## src/rtl/rat_pkg.sv

```systemverilog
package rat_pkg;
  typedef enum logic [1:0] {
    CLS_INT  = 2'd0,
    CLS_FP   = 2'd1,
    CLS_MISC = 2'd2,
    CLS_NONE = 2'd3
  } rat_cls_e;
endpackage

```

## src/rtl/rat_idx_decode.sv

```systemverilog
module rat_idx_decode
  import rat_pkg::*;
#(
  parameter int IDX_W  = 5,
  parameter int INT_N  = 8,
  parameter int FP_N   = 8,
  parameter int MISC_N = 4
) (
  input  logic [IDX_W-1:0] arch,
  output rat_cls_e         cls,
  output logic [IDX_W-1:0] rel
);
  localparam logic [31:0] FP_BASE   = 32'(INT_N);
  localparam logic [31:0] MISC_BASE = 32'(INT_N + FP_N);
  localparam logic [31:0] END_IDX   = 32'(INT_N + FP_N + MISC_N);

  logic [31:0] au;
  assign au = 32'(arch);

  always_comb begin
    if (au < FP_BASE) begin
      cls = CLS_INT;
      rel = arch;
    end else if (au < MISC_BASE) begin
      cls = CLS_FP;
      rel = IDX_W'(au - FP_BASE);
    end else if (au < END_IDX) begin
      cls = CLS_MISC;
      rel = IDX_W'(au - MISC_BASE);
    end else begin
      cls = CLS_NONE;
      rel = '0;
    end
  end
endmodule

```

## src/rtl/rat_class_map.sv

```systemverilog
module rat_class_map #(
  parameter int ARCH_N = 8,
  parameter int IDX_W  = 5,
  parameter int PHYS_W = 5
) (
  input  logic              clk,
  input  logic              rst,
  input  logic [IDX_W-1:0]  rd_idx,
  output logic [PHYS_W-1:0] rd_data,
  input  logic [IDX_W-1:0]  lk_idx,
  output logic [PHYS_W-1:0] lk_data,
  input  logic              rw_en,
  input  logic [IDX_W-1:0]  rw_idx,
  input  logic [PHYS_W-1:0] rw_data,
  input  logic              sw_en,
  input  logic [IDX_W-1:0]  sw_idx,
  input  logic [PHYS_W-1:0] sw_data
);
  localparam int AW = (ARCH_N > 1) ? $clog2(ARCH_N) : 1;

  logic [PHYS_W-1:0] map_q [ARCH_N];

  function automatic logic in_rng(input logic [IDX_W-1:0] i);
    return 32'(i) < 32'(ARCH_N);
  endfunction

  always_ff @(posedge clk) begin
    if (rst) begin
      for (int i = 0; i < ARCH_N; i++) map_q[i] <= PHYS_W'(i);
    end else begin
      if (sw_en && in_rng(sw_idx)) map_q[sw_idx[AW-1:0]] <= sw_data;
      if (rw_en && in_rng(rw_idx)) map_q[rw_idx[AW-1:0]] <= rw_data;
    end
  end

  assign rd_data = in_rng(rd_idx) ? map_q[rd_idx[AW-1:0]] : '0;
  assign lk_data = in_rng(lk_idx) ? map_q[lk_idx[AW-1:0]] : '0;
endmodule

```

## src/rtl/rename_alias_table.sv

```systemverilog
module rename_alias_table
  import rat_pkg::*;
#(
  parameter int INT_N    = 8,
  parameter int FP_N     = 8,
  parameter int MISC_N   = 4,
  parameter int IDX_W    = 5,
  parameter int PHYS_W   = 5,
  parameter int INT_ZERO = 0,
  parameter int FP_ZERO  = 0
) (
  input  logic              clk,
  input  logic              rst,
  input  logic              ren_valid,
  input  logic [IDX_W-1:0]  ren_arch,
  output logic              ren_ready,
  output logic              res_valid,
  output logic [PHYS_W-1:0] res_new,
  output logic [PHYS_W-1:0] res_prev,
  input  logic [IDX_W-1:0]  lk_arch,
  output logic [PHYS_W-1:0] lk_phys,
  output logic              lk_err,
  input  logic              set_valid,
  input  logic [IDX_W-1:0]  set_arch,
  input  logic [PHYS_W-1:0] set_phys,
  input  logic              int_free_empty,
  input  logic [PHYS_W-1:0] int_free_reg,
  output logic              int_pop,
  input  logic              fp_free_empty,
  input  logic [PHYS_W-1:0] fp_free_reg,
  output logic              fp_pop,
  output logic              err_zero,
  output logic              err_misc,
  output logic              err_unknown
);
  localparam logic [IDX_W-1:0]  INT_Z_IDX  = IDX_W'(INT_ZERO);
  localparam logic [IDX_W-1:0]  FP_Z_IDX   = IDX_W'(FP_ZERO);
  localparam logic [PHYS_W-1:0] INT_Z_PHYS = PHYS_W'(INT_ZERO);
  localparam logic [PHYS_W-1:0] FP_Z_PHYS  = PHYS_W'(FP_ZERO);

  rat_cls_e ren_cls, lk_cls, set_cls;
  logic [IDX_W-1:0] ren_rel, lk_rel, set_rel;

  rat_idx_decode #(.IDX_W(IDX_W), .INT_N(INT_N), .FP_N(FP_N), .MISC_N(MISC_N))
    u_dec_ren (.arch(ren_arch), .cls(ren_cls), .rel(ren_rel));
  rat_idx_decode #(.IDX_W(IDX_W), .INT_N(INT_N), .FP_N(FP_N), .MISC_N(MISC_N))
    u_dec_lk  (.arch(lk_arch),  .cls(lk_cls),  .rel(lk_rel));
  rat_idx_decode #(.IDX_W(IDX_W), .INT_N(INT_N), .FP_N(FP_N), .MISC_N(MISC_N))
    u_dec_set (.arch(set_arch), .cls(set_cls), .rel(set_rel));

  logic is_int, is_fp, is_zero, need_pop, accept;
  assign is_int   = (ren_cls == CLS_INT);
  assign is_fp    = (ren_cls == CLS_FP);
  assign is_zero  = (is_int && ren_rel == INT_Z_IDX) || (is_fp && ren_rel == FP_Z_IDX);
  assign need_pop = (is_int || is_fp) && !is_zero;

  assign ren_ready = !(need_pop && ((is_int && int_free_empty) || (is_fp && fp_free_empty)));
  assign accept    = ren_valid && ren_ready;
  assign int_pop   = accept && need_pop && is_int;
  assign fp_pop    = accept && need_pop && is_fp;

  logic [PHYS_W-1:0] int_rd, int_lk, fp_rd, fp_lk;

  rat_class_map #(.ARCH_N(INT_N), .IDX_W(IDX_W), .PHYS_W(PHYS_W)) u_int_map (
    .clk, .rst,
    .rd_idx(ren_rel), .rd_data(int_rd),
    .lk_idx(lk_rel),  .lk_data(int_lk),
    .rw_en(int_pop),  .rw_idx(ren_rel), .rw_data(int_free_reg),
    .sw_en(set_valid && set_cls == CLS_INT), .sw_idx(set_rel), .sw_data(set_phys)
  );

  rat_class_map #(.ARCH_N(FP_N), .IDX_W(IDX_W), .PHYS_W(PHYS_W)) u_fp_map (
    .clk, .rst,
    .rd_idx(ren_rel), .rd_data(fp_rd),
    .lk_idx(lk_rel),  .lk_data(fp_lk),
    .rw_en(fp_pop),   .rw_idx(ren_rel), .rw_data(fp_free_reg),
    .sw_en(set_valid && set_cls == CLS_FP), .sw_idx(set_rel), .sw_data(set_phys)
  );

  logic [PHYS_W-1:0] prev_c, new_c, zero_c;
  always_comb begin
    prev_c = '0;
    new_c  = '0;
    zero_c = '0;
    unique case (ren_cls)
      CLS_INT: begin
        prev_c = int_rd;
        zero_c = INT_Z_PHYS;
        new_c  = is_zero ? INT_Z_PHYS : int_free_reg;
      end
      CLS_FP: begin
        prev_c = fp_rd;
        zero_c = FP_Z_PHYS;
        new_c  = is_zero ? FP_Z_PHYS : fp_free_reg;
      end
      CLS_MISC: begin
        prev_c = PHYS_W'(ren_rel);
        new_c  = PHYS_W'(ren_rel);
      end
      default: ;
    endcase
  end

  always_comb begin
    unique case (lk_cls)
      CLS_INT:  lk_phys = int_lk;
      CLS_FP:   lk_phys = fp_lk;
      CLS_MISC: lk_phys = PHYS_W'(lk_rel);
      default:  lk_phys = '0;
    endcase
  end
  assign lk_err = (lk_cls == CLS_NONE);

  always_ff @(posedge clk) begin
    if (rst) begin
      res_valid   <= 1'b0;
      res_new     <= '0;
      res_prev    <= '0;
      err_zero    <= 1'b0;
      err_misc    <= 1'b0;
      err_unknown <= 1'b0;
    end else begin
      res_valid   <= accept && (ren_cls != CLS_NONE);
      if (accept) begin
        res_new  <= new_c;
        res_prev <= prev_c;
      end
      err_zero    <= accept && is_zero && (prev_c != zero_c);
      err_misc    <= set_valid && (set_cls == CLS_MISC) && (set_phys != PHYS_W'(set_rel));
      err_unknown <= (ren_valid && ren_cls == CLS_NONE) || (set_valid && set_cls == CLS_NONE);
    end
  end
endmodule

```

## config.mk

```make
export PLATFORM = sky130hd
export DESIGN_NAME = rename_alias_table
export DESIGN_NICKNAME = d
export VERILOG_FILES = /design/src/rtl/rat_pkg.sv /design/src/rtl/rat_idx_decode.sv /design/src/rtl/rat_class_map.sv /design/src/rtl/rename_alias_table.sv
export SDC_FILE = /design/constraint.sdc
export NUM_CORES = 1
export LEC_CHECK = 0
export ABC_AREA = 1
export BUFFER_PORTS_ARGS = -buffer_cell sky130_fd_sc_hd__buf_2
export CELL_PAD_IN_SITES_DETAIL_PLACEMENT = 2
export CELL_PAD_IN_SITES_GLOBAL_PLACEMENT = 2
export CORE_MARGIN = 3
export CORE_UTILIZATION = 31
export DETAILED_ROUTE_END_ITERATION = 8
export GPL_TIMING_DRIVEN = 0
export HOLD_SLACK_MARGIN = 0.03
export PLACE_DENSITY_LB_ADDON = 0.1
export SYNTH_ARGS = -nofsm -noshare
export SYNTH_HDL_FRONTEND = slang
export SYNTH_SLANG_ARGS = --single-unit
```

## constraint.sdc

```tcl
create_clock -name clk -period 2.2 [get_ports clk]
set_clock_uncertainty 0.15 [all_clocks]
set_input_delay 0 -clock clk [delete_from_list [all_inputs] [get_ports clk]]
set_output_delay 0 -clock clk [all_outputs]
set_load 0.02 [all_outputs]
```

Yosys cells after proc, flatten, opt, wreduce, memory -nomap -nowiden

Memories as Yosys holds them, arrays and structs flattened.
Index checks and enable logic that the tools add are counted.
Widths: inputs -> output; s select.

Add/sub/neg operators: 6
Multipliers: 0
Divide/modulo/power cells: 0
Order comparisons: 12
Equality and inequality tests: 11
Shift operators: 0
Mux-type cells: 53
Bitwise gates (word level): 0
Reductions and logical operators: 38

Operators with widths:

| operator            | number |
|---|---|
| $mux 5              | 19 |
| $pmux 5 s3          | 3 |
| $lt 5x4->1 const B  | 6 |
| $lt 5x5->1 const B  | 6 |
| $logic_and 1x1->1   | 23 |
| $mux 1              | 21 |
| $reduce_or 5->1     | 4 |
| $sub 5x4->5 const B | 3 |
| $sub 5x5->5 const B | 3 |
| $eq 2x2->1 const B  | 6 |
| $mux 2              | 6 |
| $mux 3              | 4 |
| $eq 2x1->1 const B  | 3 |
| $logic_not 2->1     | 3 |
| $logic_not 5->1     | 1 |
| $ne 5x5->1          | 1 |
| $reduce_bool 5->1   | 1 |
| $logic_or 1x1->1    | 4 |
| $logic_not 1->1     | 2 |
| $ne 2x2->1 const B  | 1 |

Register bits after elaboration: 14
Latch bits: 0
Memory bits (writable): 80
ROM bits: 0
Output and inout bits: 23
Word-level logic and storage cells: 128
Memories kept: 2

Memory list:

| name            | depth | bits a word | rd ports | clocked after Yosys merged registers in | write ports | line                | RTL |
|---|---|---|---|---|---|---|---|
| u_fp_map.map_q  | 8     | 5           | 2        | 0                                       | 8           | rat_class_map.sv:21 | `logic [PHYS_W-1:0] map_q [ARCH_N];` |
| u_int_map.map_q | 8     | 5           | 2        | 0                                       | 8           | rat_class_map.sv:21 |  |

Logic depth before layout (Yosys ltp)

Depth after elaboration: 20
Mapped depth: 14

Hierarchy

Synthesis repeated with hierarchy kept, for this count alone.

Cells, all modules: 1084
Area, all modules: 7078.0 um2

By module, submodules not included:

| module                     | times used | cells an instance | area each (um2) |
|---|---|---|---|
| rat_class_map at u_int_map | 1          | 429               | 2911.5 |
| rat_class_map at u_fp_map  | 1          | 427               | 2871.5 |
| rename_alias_table         | 1          | 183               | 1088.5 |
| rat_idx_decode             | 3          | 15                | 68.8 |

Worst setup path after synthesis

OpenSTA, ideal clock, no wires.

Kind: input to register
From: input port ren_arch[2]
To: memory u_int_map.map_q[1][0], enable pin
Arrival time: 1701 ps
Path slack: 30 ps
Cell stages on the path: 11
Buffers on the path: 2
Cells stage by stage: buf_6 o21ai_2 nand2_2 nand2_1 inv_2 nor2_1 nand3_2 nor3_4 nand2_1 buf_2 nand3_1

RTL lines:

| item        | line                     | RTL |
|---|---|---|
| from (decl) | rename_alias_table.sv:15 | `input logic [IDX_W-1:0] ren_arch,` |
| to (decl)   | rat_class_map.sv:21      |  |

Worst setup path after layout

From: input port lk_arch[3]
To: output port lk_phys[2]

Word-level cells in the longest chain between the ends: 7
Elaborated cells between the ends (all ways): 20
Classes of those cells: add/sub (2); order compare (4); eq/ne (2); mux (9); reduce/logical (1); memory (2)

Ends and longest elaborated chain:

| item                                             | line                                       | RTL |
|---|---|---|
| from (decl)                                      | rename_alias_table.sv:20                   | `input logic [IDX_W-1:0] lk_arch,` |
| $sub 5x5->5 / $lt 5x5->1 (equally long branches) | rat_idx_decode.sv:29, rat_idx_decode.sv:27 |  |
| $mux 5                                           | rat_idx_decode.sv:27                       | `end else if (au < END_IDX) begin` |
| $mux 5                                           | rat_idx_decode.sv:24                       | `end else if (au < MISC_BASE) begin` |
| $mux 5                                           | rat_idx_decode.sv:21                       | `if (au < FP_BASE) begin` |
| $lt 5x4->1 / $mem_v2 8x5 (equally long branches) | -                                          |  |
| $mux 5                                           | rat_class_map.sv:37                        | `assign lk_data = in_rng(lk_idx) ? map_q[lk_idx[AW-1:0]] : '0;` |
| $pmux 5 s3 (*)                                   | rename_alias_table.sv:105                  | `unique case (lk_cls)` |
| to (decl)                                        | rename_alias_table.sv:21                   | `output logic [PHYS_W-1:0] lk_phys,` |

Mark *: on every way between the ends. The rest lies on a longest branch, timed or not.

==> PnR_summary.wiki <==
{| class="wikitable"
! Metric !! Value
|-
| Run status || finished, final reports clean
|-
| Cells along the critical path || buf_2 -> o21ai_4 -> nand2_4 -> inv_1 -> clkbuf_4 -> buf_4 -> nand2_1 -> o211ai_1 -> a21oi_1 -> o21ai_0 -> buf_2
|-
| Time the worst path needs with I/O delays and setup || 2.17 ns
|-
| Worst Reg-to-Reg Cells || 9
|-
| Final setup vio count || 0
|-
| Y dimension of the die || 145 um
|-
| Count of distinct cell types in the synthesized netlist || 35
|-
| Initial Util || 31.8%
|-
| Initial antenna violation count || 0
|-
| Clk sink count || 94
|-
| Via count || 6615
|-
| Buffers from clock root to sink, at most || 2
|-
| Post-place instance area || 0.00660 sq mm
|-
| Worst reg2reg path startpoint || u_int_map.map_q[7][2]
|-
| Class of the tightest hold or removal check || in -> reg
|-
| Fraction of layout instances using a drive strength above 1 || 16.7%
|-
| Pin count of the biggest net entering global routing || 18
|-
| IR Drop Worst-Case VDD || 0.332 mV
|-
| Number of nets produced by synthesis || 859
|-
| Detailed-route wire length || 31100 um
|-
| Violation count after the first detailed-route iteration || 585
|-
| Clock tree from TritonCTS || built
|-
| Slowest-stage cell, CP || sky130_fd_sc_hd__o21ai_0
|-
| First-pass iteration count of the detailed router || 6
|-
| CP peak stage delay || 0.29 ns
|-
| Number of cells traversed by the worst hold path || 3
|-
| LEAKAGE || 3.05 nW
|-
| Rows || 50
|-
| Worst reg-to-reg setup slack || 0.47 ns
|-
| Worst-skew pair later-pin latency || 0.37 ns
|-
| Worst Setup End Kind || output port
|-
| Detail Route Antenna Nets || 0
|-
| Most common flop cell mapped by yosys || sky130_fd_sc_hd__edfxtp_1
|-
| Global routing met3 resource utilization || 4.72%
|-
| Launching instance or port of the critical path || lk_arch[3]
|-
| Library cell with the largest summed area after synthesis || sky130_fd_sc_hd__edfxtp_1
|-
| Multiplexer share of the synthesized area || 0%
|-
| Core Footprint || 0.0188 sq mm
|-
| Register bit count reported by yosys || 94
|-
| Area fraction in compound gates after synthesis || 16.8%
|-
| Proportion of register bits with asynchronous set or reset after synthesis || 0%
|-
| GRT Overall Usage || 29.1%
|-
| Fraction of the yosys area taken by sequential cells || 44.8%
|-
| GRT busiest layer || met2
|-
| Most instantiated library cell after synthesis || sky130_fd_sc_hd__nand2_1
|-
| Pwr Density || 637 mW/mm^2
|-
| Max Transition Viols Final || 0
|-
| Share of synthesized cell area in full adder, half adder and majority cells || 0%
|-
| Clock edge transition at the registers on the reported setup and hold paths || 0.08 ns
|-
| Wire length of the first global-routing pass || 45400 um
|-
| Total Nets Final || 955
|-
| Placed insts || 1139
|-
| Biggest area contributors in the synthesized netlist || sky130_fd_sc_hd__edfxtp_1 (40%), sky130_fd_sc_hd__o21ai_0 (9.1%), sky130_fd_sc_hd__nand3_1 (9.0%), sky130_fd_sc_hd__nand2_1 (8.8%), sky130_fd_sc_hd__nor2_1 (7.5%)
|-
| Final global-route overflow total || 0
|-
| Simple logic cell fraction of the synthesized area || 29.3%
|-
| Total chip power || 4.70 mW
|-
| Die ar. || 0.0210 sq mm
|-
| Number of synthesized flops with an enable pin || 80
|-
| Vias in the first global route || 7017
|-
| Slew headroom || 43.2%
|-
| CP Data Arrival Time || 2.02 ns
|-
| Avg WL per Cell || 26.3 um
|-
| Launch instance of the worst min-delay path || fp_free_reg[0]
|-
| Category of the most critical setup path || in -> out
|-
| Layout overhead on the synthesized area || 23.1%
|-
| Fraction of met1 tracks used by global routing || 38.9%
|-
| Count of inserted antenna diode cells || 0
|-
| Slew at the pin closest to its max-slew limit || 0.852 ns
|-
| Critical path's most frequent cell || sky130_fd_sc_hd__buf_2
|-
| Number of buffers added on ports || 56
|-
| Critical Path Start Type || primary input
|-
| Post-Syn Area per Cell || 7.28 sq um
|-
| Synth top cells by count || sky130_fd_sc_hd__nand2_1 (141), sky130_fd_sc_hd__nor2_1 (120), sky130_fd_sc_hd__o21ai_0 (109)
|-
| CTS Root Cell || sky130_fd_sc_hd__clkbuf_16
|-
| Combined area of all synthesized cells || 0.00599 sq mm
|-
| Final non-filler cell total || 1184
|-
| Number of buffers inserted during clock tree synthesis || 9
|-
| Fraction of synthesized cell area taken by the top area cell type || 40.1%
|-
| Xor-xnor portion of the synthesized cell area || 0.146%
|-
| Number of placed I/O pins || 59
|-
| Largest family of logic cells by synthesized area || simple AND/OR/NAND/NOR gates
|-
| Number of H-tree levels || 3
|-
| Max-cap violations || 0
|-
| Critical Path Fanout Max || 10
|-
| Horizontal die dimension || 145 um
|-
| Post-route DRC || 0
|-
| Routability congestion estimate || 0.940
|-
| Share of the clock period used by the worst path || 98.5%
|-
| Final Instance Area || 0.00737 sq mm
|-
| Number of hold-slack violations in the final timing report || 0
|-
| Half-perimeter wire length after detailed placement || 23400 um
|-
| Number of instances in the synthesized netlist || 823
|-
| Fmax achieved || 462 MHz
|-
| Global routing met2 resource utilization || 48.8%
|-
| Yosys warning total || 0
|-
| Routed via count divided by cell count || 5.59
|-
| Required time of the critical path || 2.05 ns
|}
[per-stage QoR]
step / TNS [ns] / hold WS [ns] / util [%] / setup slack (ns)
4_1_cts: 0 / 0.0369 / 38.5 / 0.0118
3_5_place_dp: -112.14 / 0.150 / 35.0 / -1.04
5_1_grt: -0.0152 / 0.0315 / 39.2 / -0.0123
6_report: 0 / 0.0124 / 39.2 / 0.0338
2_1_floorplan: 0 / -0.0702 / - / 0.0304
3_3_place_gp: -93.08 / 0.132 / 35.0 / -1.01
[layout by cell type (no fill, tap or decap), types with 2 or more instances in the layout]
cell type	n
sky130_fd_sc_hd__nor2_1	113
sky130_fd_sc_hd__clkbuf_1	12
sky130_fd_sc_hd__nand2_1	136
sky130_fd_sc_hd__inv_8	2
sky130_fd_sc_hd__nand3_1	98
sky130_fd_sc_hd__inv_1	99
sky130_fd_sc_hd__nand3b_1	2
sky130_fd_sc_hd__buf_1	2
sky130_fd_sc_hd__nor3_4	2
sky130_fd_sc_hd__buf_4	14
sky130_fd_sc_hd__dlygate4sd3_1	16
sky130_fd_sc_hd__clkbuf_2	8
sky130_fd_sc_hd__o211ai_1	7
sky130_fd_sc_hd__a22oi_1	4
sky130_fd_sc_hd__nor3_1	4
sky130_fd_sc_hd__nand3_4	2
sky130_fd_sc_hd__buf_2	63
sky130_fd_sc_hd__nand4_1	10
sky130_fd_sc_hd__a21oi_1	25
sky130_fd_sc_hd__o21ai_1	26
sky130_fd_sc_hd__edfxtp_1	80
sky130_fd_sc_hd__inv_2	2
sky130_fd_sc_hd__clkinvlp_4	4
sky130_fd_sc_hd__o22ai_1	8
sky130_fd_sc_hd__a211oi_1	4
sky130_fd_sc_hd__dfxtp_1	14
sky130_fd_sc_hd__nor2_2	7
sky130_fd_sc_hd__nand2_2	7
sky130_fd_sc_hd__o221ai_1	3
sky130_fd_sc_hd__o21ai_0	102
sky130_fd_sc_hd__nand2_4	2
sky130_fd_sc_hd__nand3_2	9
sky130_fd_sc_hd__or2_2	6
sky130_fd_sc_hd__clkbuf_16	9
sky130_fd_sc_hd__clkbuf_4	4
sky130_fd_sc_hd__inv_6	2
sky130_fd_sc_hd__buf_12	2
sky130_fd_sc_hd__o21ai_4	2
[timing repair]
| item | 4_1_cts | 5_1_grt |
|---|---|---|
| resized for setup | 39 | 34 |
| hold endpoints to repair | 22 | 0 |
| endpoints found under the setup margin | 151 | 140 |
| pin swaps | 6 | 4 |
| setup buffers | 9 | 5 |
| hold buffers | 16 | 0 |
[sequential cells by signal, summed over array words and instances (netlist names)]
| register | cells |
|---|---|
| err_zero | 1 |
| u_fp_map.map_q | 40 |
| res_valid | 1 |
| err_unknown | 1 |
| res_prev | 5 |
| err_misc | 1 |
| res_new | 5 |
| u_int_map.map_q | 40 |
[final cells by class]
cell class              count  area [sq um]
fillers                  2209         11500
repair buffers             86           573
flip-flops and latches     94          2680
multi-input cells         588          2900
plain buffers              35           178
clock inverters             6          77.6
well taps                 260           325
clock buffers              10           229
inverters                 105           407
[final timing paths]
path / to
worst min register to register: res_new[3]
worst max register to register: err_zero
worst min-delay path: u_fp_map.map_q[4][0]
worst max-delay path: lk_phys[2]
[worst max-delay path, delay by kind of cell]
kind	cells	cell delay, ns
AND/OR/NAND/NOR	2	0.24
buffers and inverters	5	0.96
AO/OA/AOI/OAI	4	0.80
[layer usage]
metal  share of wire [%]  wire length [um]
met2                  48             15000
met4                 2.1               660
met3                 5.7              1780
met1                  44             13700
met5                   0                 0
[kinds of logic after synthesis]
| group | after synthesis |
|---|---|
| xor+xnor | 1 |
| flops | 94 |
| simple gates | 402 |
| compound gates | 185 |
| buf+inv | 141 |
[power breakdown]
part / switching (mW) / total, mW / internal (mW)
registers: 0.0790 / 2.11 / 2.03
clock network: 0.840 / 1.75 / 0.910
logic: 0.609 / 0.841 / 0.232
(Power assumes the default switching activity.)
